===== config.mk =====
export PLATFORM = sky130hd
export DESIGN_NAME = vrp_regport
export DESIGN_NICKNAME = d
export VERILOG_FILES = /design/src/rtl/vrp_pkg.sv /design/src/rtl/vrp_decode.sv /design/src/rtl/vrp_crtc_file.sv /design/src/rtl/vrp_regport.sv
export SDC_FILE = /design/constraint.sdc
export NUM_CORES = 1
export LEC_CHECK = 0
export ABC_AREA = 1
export CAP_MARGIN = 20
export CELL_PAD_IN_SITES_DETAIL_PLACEMENT = 0
export CELL_PAD_IN_SITES_GLOBAL_PLACEMENT = 1
export CORE_MARGIN = 2
export CORE_UTILIZATION = 25
export DETAILED_ROUTE_END_ITERATION = 7
export HOLD_SLACK_MARGIN = 0.08
export PLACE_DENSITY = 0.67
export SLEW_MARGIN = 20
export SYNTH_ARGS = -nofsm -noshare
export SYNTH_HDL_FRONTEND = slang
export SYNTH_HIERARCHICAL = 1
export SYNTH_SLANG_ARGS = --single-unit

===== constraint.sdc =====
create_clock -name clk -period 3.4 [get_ports clk]
set_input_delay 1.02 -clock clk [delete_from_list [all_inputs] [get_ports clk]]
set_output_delay 1.02 -clock clk [all_outputs]
set_load 0.1 [all_outputs]

===== src/rtl/vrp_pkg.sv =====
package vrp_pkg;
  localparam int ADDR_W = 10;
  typedef logic [ADDR_W-1:0] io_addr_t;

  localparam io_addr_t MONO_BASE  = 10'h3B0;
  localparam io_addr_t COLOR_BASE = 10'h3D0;
  localparam io_addr_t CFG_PORT   = 10'h3C2;
  localparam logic [3:0] OFF_IDX  = 4'h4;
  localparam logic [3:0] OFF_DAT  = 4'h5;
  localparam logic [3:0] OFF_STAT = 4'hA;

  localparam logic [7:0] RB_FIRST = 8'h0C;
  localparam logic [7:0] RB_LAST  = 8'h0F;
  localparam logic [7:0] LP_HI    = 8'h10;
  localparam logic [7:0] LP_LO    = 8'h11;

  typedef struct packed {
    logic idx;
    logic dat;
    logic stat;
    logic cfg;
  } port_hit_t;

  function automatic io_addr_t port_of(input logic color, input logic [3:0] off);
    return (color ? COLOR_BASE : MONO_BASE) | io_addr_t'(off);
  endfunction

  function automatic logic [7:0] status_byte(input logic irq, input logic [1:0] feat,
                                             input logic sense);
    return {irq, feat[1], feat[0], sense, 4'b0000};
  endfunction
endpackage


===== src/rtl/vrp_decode.sv =====
module vrp_decode
  import vrp_pkg::*;
(
  input  io_addr_t  addr,
  input  logic      color_sel,
  output port_hit_t hit
);
  always_comb begin
    hit      = '0;
    hit.idx  = (addr == port_of(color_sel, OFF_IDX));
    hit.dat  = (addr == port_of(color_sel, OFF_DAT));
    hit.stat = (addr == port_of(color_sel, OFF_STAT));
    hit.cfg  = (addr == CFG_PORT);
  end
endmodule


===== src/rtl/vrp_crtc_file.sv =====
module vrp_crtc_file
  import vrp_pkg::*;
#(
  parameter int NREGS    = 25,
  parameter int VRE_IDX  = 17,
  parameter int VRE_BITS = 4
) (
  input  logic               clk,
  input  logic               rst_n,
  input  logic               idx_we,
  input  logic [7:0]         idx_wd,
  input  logic               dat_we,
  input  logic [7:0]         dat_wd,
  input  logic [15:0]        lpen,
  output logic [7:0]         idx_q,
  output logic [NREGS*8-1:0] regs_flat,
  output logic [7:0]         rd_byte
);
  localparam logic [7:0] VRE_MASK = 8'((1 << VRE_BITS) - 1);

  logic [7:0] regs [NREGS];
  logic [7:0] idx_next;

  // a word write stores the index first, so its data byte follows the new index
  assign idx_next = idx_we ? idx_wd : idx_q;

  always_ff @(posedge clk or negedge rst_n) begin
    if (!rst_n)      idx_q <= '0;
    else if (idx_we) idx_q <= idx_wd;
  end

  for (genvar i = 0; i < NREGS; i++) begin : g_reg
    localparam logic [7:0] KEEP = (i == VRE_IDX) ? VRE_MASK : 8'hFF;
    always_ff @(posedge clk or negedge rst_n) begin
      if (!rst_n)                                  regs[i] <= '0;
      else if (dat_we && idx_next == 8'(i))        regs[i] <= dat_wd & KEEP;
    end
    assign regs_flat[i*8 +: 8] = regs[i];
  end

  always_comb begin
    rd_byte = 8'h00;
    if (idx_q >= RB_FIRST && idx_q <= RB_LAST) rd_byte = regs[idx_q[4:0]];
    else if (idx_q == LP_HI)                   rd_byte = lpen[15:8];
    else if (idx_q == LP_LO)                   rd_byte = lpen[7:0];
  end
endmodule


===== src/rtl/vrp_regport.sv =====
module vrp_regport
  import vrp_pkg::*;
#(
  parameter int NREGS = 25
) (
  input  logic               clk,
  input  logic               rst_n,
  input  logic [9:0]         io_addr,
  input  logic               io_wr,
  input  logic               io_wide,
  input  logic [15:0]        io_wdata,
  input  logic               io_rd,
  output logic [7:0]         io_rdata,
  output logic               io_rvalid,
  input  logic               sw_sense_i,
  input  logic [1:0]         feat_in_i,
  input  logic               irq_pend_i,
  input  logic [15:0]        lpen_addr_i,
  output logic [7:0]         misc_q,
  output logic [1:0]         feat_ctl_q,
  output logic [NREGS*8-1:0] crtc_regs_o
);
  port_hit_t  hit_lo, hit_hi;
  io_addr_t   addr_hi;
  logic       we_lo, we_hi;
  logic [7:0] b_lo, b_hi;
  logic       idx_we, dat_we, cfg_we, stat_we;
  logic [7:0] idx_wd, dat_wd, cfg_wd, stat_wd;
  logic [7:0] idx_q, crtc_rd;
  logic       rd_dat_evt, rd_cfg_evt;

  assign addr_hi = io_addr + io_addr_t'(1);
  assign b_lo    = io_wdata[7:0];
  assign b_hi    = io_wdata[15:8];
  assign we_lo   = io_wr;
  assign we_hi   = io_wr & io_wide;

  vrp_decode u_dec_lo (.addr(io_addr), .color_sel(misc_q[0]), .hit(hit_lo));
  vrp_decode u_dec_hi (.addr(addr_hi), .color_sel(misc_q[0]), .hit(hit_hi));

  // each port takes the byte whose address hit it
  assign idx_we  = (we_lo & hit_lo.idx)  | (we_hi & hit_hi.idx);
  assign idx_wd  = hit_lo.idx  ? b_lo : b_hi;
  assign dat_we  = (we_lo & hit_lo.dat)  | (we_hi & hit_hi.dat);
  assign dat_wd  = hit_lo.dat  ? b_lo : b_hi;
  assign cfg_we  = (we_lo & hit_lo.cfg)  | (we_hi & hit_hi.cfg);
  assign cfg_wd  = hit_lo.cfg  ? b_lo : b_hi;
  assign stat_we = (we_lo & hit_lo.stat) | (we_hi & hit_hi.stat);
  assign stat_wd = hit_lo.stat ? b_lo : b_hi;

  vrp_crtc_file #(.NREGS(NREGS)) u_file (
    .clk(clk), .rst_n(rst_n),
    .idx_we(idx_we), .idx_wd(idx_wd),
    .dat_we(dat_we), .dat_wd(dat_wd),
    .lpen(lpen_addr_i),
    .idx_q(idx_q), .regs_flat(crtc_regs_o), .rd_byte(crtc_rd)
  );

  always_ff @(posedge clk or negedge rst_n) begin
    if (!rst_n) begin
      misc_q     <= '0;
      feat_ctl_q <= '0;
    end else begin
      if (cfg_we)  misc_q     <= cfg_wd;
      if (stat_we) feat_ctl_q <= stat_wd[1:0];
    end
  end

  assign rd_dat_evt = io_rd & hit_lo.dat;
  assign rd_cfg_evt = io_rd & hit_lo.cfg;

  always_ff @(posedge clk or negedge rst_n) begin
    if (!rst_n) begin
      io_rvalid <= 1'b0;
      io_rdata  <= '0;
    end else begin
      io_rvalid <= rd_dat_evt | rd_cfg_evt;
      io_rdata  <= rd_dat_evt ? crtc_rd :
                   rd_cfg_evt ? status_byte(irq_pend_i, feat_in_i, sw_sense_i) : 8'h00;
    end
  end
endmodule


==> reports/metrics.cfg <==
[status]
status=complete, no violations

[sta]
hold_viol_final=0
fin_skew_ns=0.00999
setup_violations=0
fin_crit_ns=3.25
worst_pin_slew_ns=1.04
clock.fmax_mhz=307
finalCritPeriodShare_pct=95.7
max-slew-margin-rel_pct=30.2
slew_viol_final=0

[drt]
first_pass_iters=5
drtIter0Drc=793
antenna_left=0
finalWirelength_um=47000
drcViolationCount=0
vias=11248
viasPerCell=4.48
wl_per_cell_um=18.7

[synthesis]
synth_xor_area_share_pct=0.232
synth_top_family_by_area=simple AND/OR/NAND/NOR gates
synth_fa_ha_area_share_pct=0.110
synth_top_area_share_pct=49.2
syn-instance-count=1518
synth.distinct_cells=33
synthTopCellsByArea=dfrtp_1, nand2_1, nand3_1
synth.avg_cell_area_um2=7.47
ys_ff_latch=223
yosysTopAreaCell=dfrtp_1
synth_compound_area_share_pct=5.95
synth-simple-area-share_pct=36.3
ys_seq_area_share_pct=49.2
ys_warn_count=6
syn_area_um2=11300
synthMuxAreaShare_pct=0

[floorplanning]
initial_core_util_pct=25.1
die_y_um=217
core_um2=45100
die_area_um2=47000
io-pin-count=270
dieWidth_um=217
rows=78

[pwr]
ir_drop_uv=376
leakagePower_nw=8.72
power.density_nw_per_um2=385
p_total_mw=6.24

[placed_design]
numPortBuffers=265
dp_hpwl_um=34200
numPlacedInstances=2437
place_congestion=0.861

[global_route]
grt_usage_pct=19.8
grt_max_degree=76
grt_use_met1_pct=26.4
grt_use_met2_pct=33.0
grt_use_met3_pct=2.84
grt_pass1_wl_um=70500
antenna_found_initial=2
top_usage_layer=met2
grt_overflow=0
grt_pass1_vias=11074

[cells_and_area]
stdcell_count=2509
fin_nets=1939
syn2layout_area_growth_pct=43.2
multi_input_area_um2=5070
drive_above_1_share_pct=26.0
layout.area.seq_um2=5580
fillerInstances=4772

[critical_path]
arrival_ns=3.70
cp-end-kind=flip-flop
cp.required_ns=3.85
crit_path_max_fanout=8
crit_type=input pin to flip-flop
worst_setup_path_start_kind=input pin

[clocking]
path_clk_slew_ns=0.06
clock_latency_ns=0.57
cts_buffer_depth=3
tritoncts=done
root_buffer=clkbuf_16
cts.sinks=223
numCtsBuffers=29
htreeDepth=1

[worst_hold_path]
hp-class=input pin to asynchronous set/reset pin

[run]
maxCapViolCount=0

[per-layer routing]
metal | wire [um] | vias up
met3 | 2610 | 69
met5 | 0 | -
met2 | 22200 | 320
li1 | - | 5519
met4 | 1350 | 0
met1 | 20900 | 5340
[worst max-delay path, stage by stage]
cell,delay [ns]
clkdlybuf4s50_1,0.44
inv_1,0.07
nand3_1,0.07
nand2_1,0.09
nand2_2,0.08
nor2_4,0.13
nand3b_1,0.11
nor2_2,0.13
a21oi_2,0.08
nor2_4,0.19
inv_2,0.08
or2_4,0.26
o21ai_4,0.09
nand3_4,0.19
nor2_8,0.17
buf_12,0.13
nand2_2,0.07
buf_6,0.16
nand2_1,0.05
o21ai_0,0.07
[cells in the mapped netlist (all sizes together)]
master,n
a21oi,4
buf,46
clkbuf,24
clkinv,2
conb,1
dfrtp,223
ha,1
inv,136
nand2,726
nand3,126
nand3b,2
nand4,44
nor2,45
nor3,8
o21a,1
o21ai,123
o21bai,2
or2,1
xnor2,1
xor2,2
[stage by stage]
stage          hold slack (ns)  TNS (ns)  instance area (um^2)  worst slack (ns)  util [%]
6_report                 0.425         0                 16200             0.146      36.0
5_1_grt                  0.471  -0.00364                 16200          -0.00268      36.0
3_3_place_gp             0.462   -175.06                 15000            -0.958      33.2
2_1_floorplan            0.481     -1.45                 11400           -0.0294         -
3_5_place_dp             0.461   -180.47                 15000            -0.977      33.2
4_1_cts                  0.443         0                 16100           0.00751      35.8
[path summary, 6_finish.rpt]
kind	slack, ns	cells past startpoint	to	from
max	0.15	20	u_file/regs_flat[36]	io_addr[9]
min	0.42	1	io_rvalid	rst_n
max reg2reg	0.78	17	u_file/regs_flat[89]	misc_q[0]
min reg2reg	0.47	2	u_file/regs_flat[192]	u_file/regs_flat[192]
max in group asynchronous	2.09	2	u_file/idx_q[6]	rst_n
min in group clk	0.47	2	u_file/regs_flat[192]	u_file/regs_flat[192]
[cells by family after synthesis]
logic type / Yosys count
AOI/OAI and AO/OA: 130
xor gates and xnor gates: 3
adders and majority gates: 1
buffers and inverters: 208
DFF: 223
other: 1
and+or+nand+nor: 952
[repair_timing]
action | in CTS | in global routing
gates cloned | 5 | 1
setup endpoints to repair | 196 | 196
buffers inserted | 8 | 5
pin swaps | 13 | 15
endpoints found under the hold margin | 0 | 0
gates resized for setup | 49 | 34
hold buffers | 0 | 0
[final cells by class]
type | instances | area share [%]
sequential | 223 | 34.4
multi-input combinational | 1091 | 31.2
timing repair buffer | 404 | 21.0
clock buffer | 47 | 5.38
tap | 600 | 4.63
inverter | 138 | 3.21
clock inverter | 4 | 0.162
antenna | 2 | 0.0308
[flip-flops by register name, summed over array words and instances (netlist names)]
| name | cells |
|---|---|
| io_rvalid | 1 |
| misc_q | 8 |
| u_file/regs_flat | 196 |
| feat_ctl_q | 2 |
| u_file/idx_q | 8 |
| io_rdata | 8 |
[cells in the final DEF, fill, tap and decap left out, types with 2 or more instances in the layout]
master,n
buf_6,11
nor2_2,12
dlygate4sd2_1,3
dfrtp_1,223
clkdlybuf4s50_1,40
nand2_4,6
a21oi_1,3
clkinv_2,2
nand3_1,110
clkbuf_8,8
o21ai_0,74
clkbuf_2,4
inv_2,8
diode_2,2
nor3_4,4
o21ai_4,2
buf_12,16
nand2_2,16
nor3_2,4
buf_4,327
nor2_4,7
conb_1,4
o21ai_1,37
nand3b_1,2
nand2_1,703
clkbuf_16,29
nor2_1,26
o21ai_2,10
inv_1,127
nand3_4,7
clkinv_1,2
clkbuf_1,10
nand4_1,44
o21bai_1,2
nand3_2,9
[report_power, final]
part / internal, mW / switching (mW)
Combinational: 0.194 / 0.422
Sequential: 2.66 / 0.00714
Clock: 1.73 / 1.22
Power figures use the tool's default switching activity.
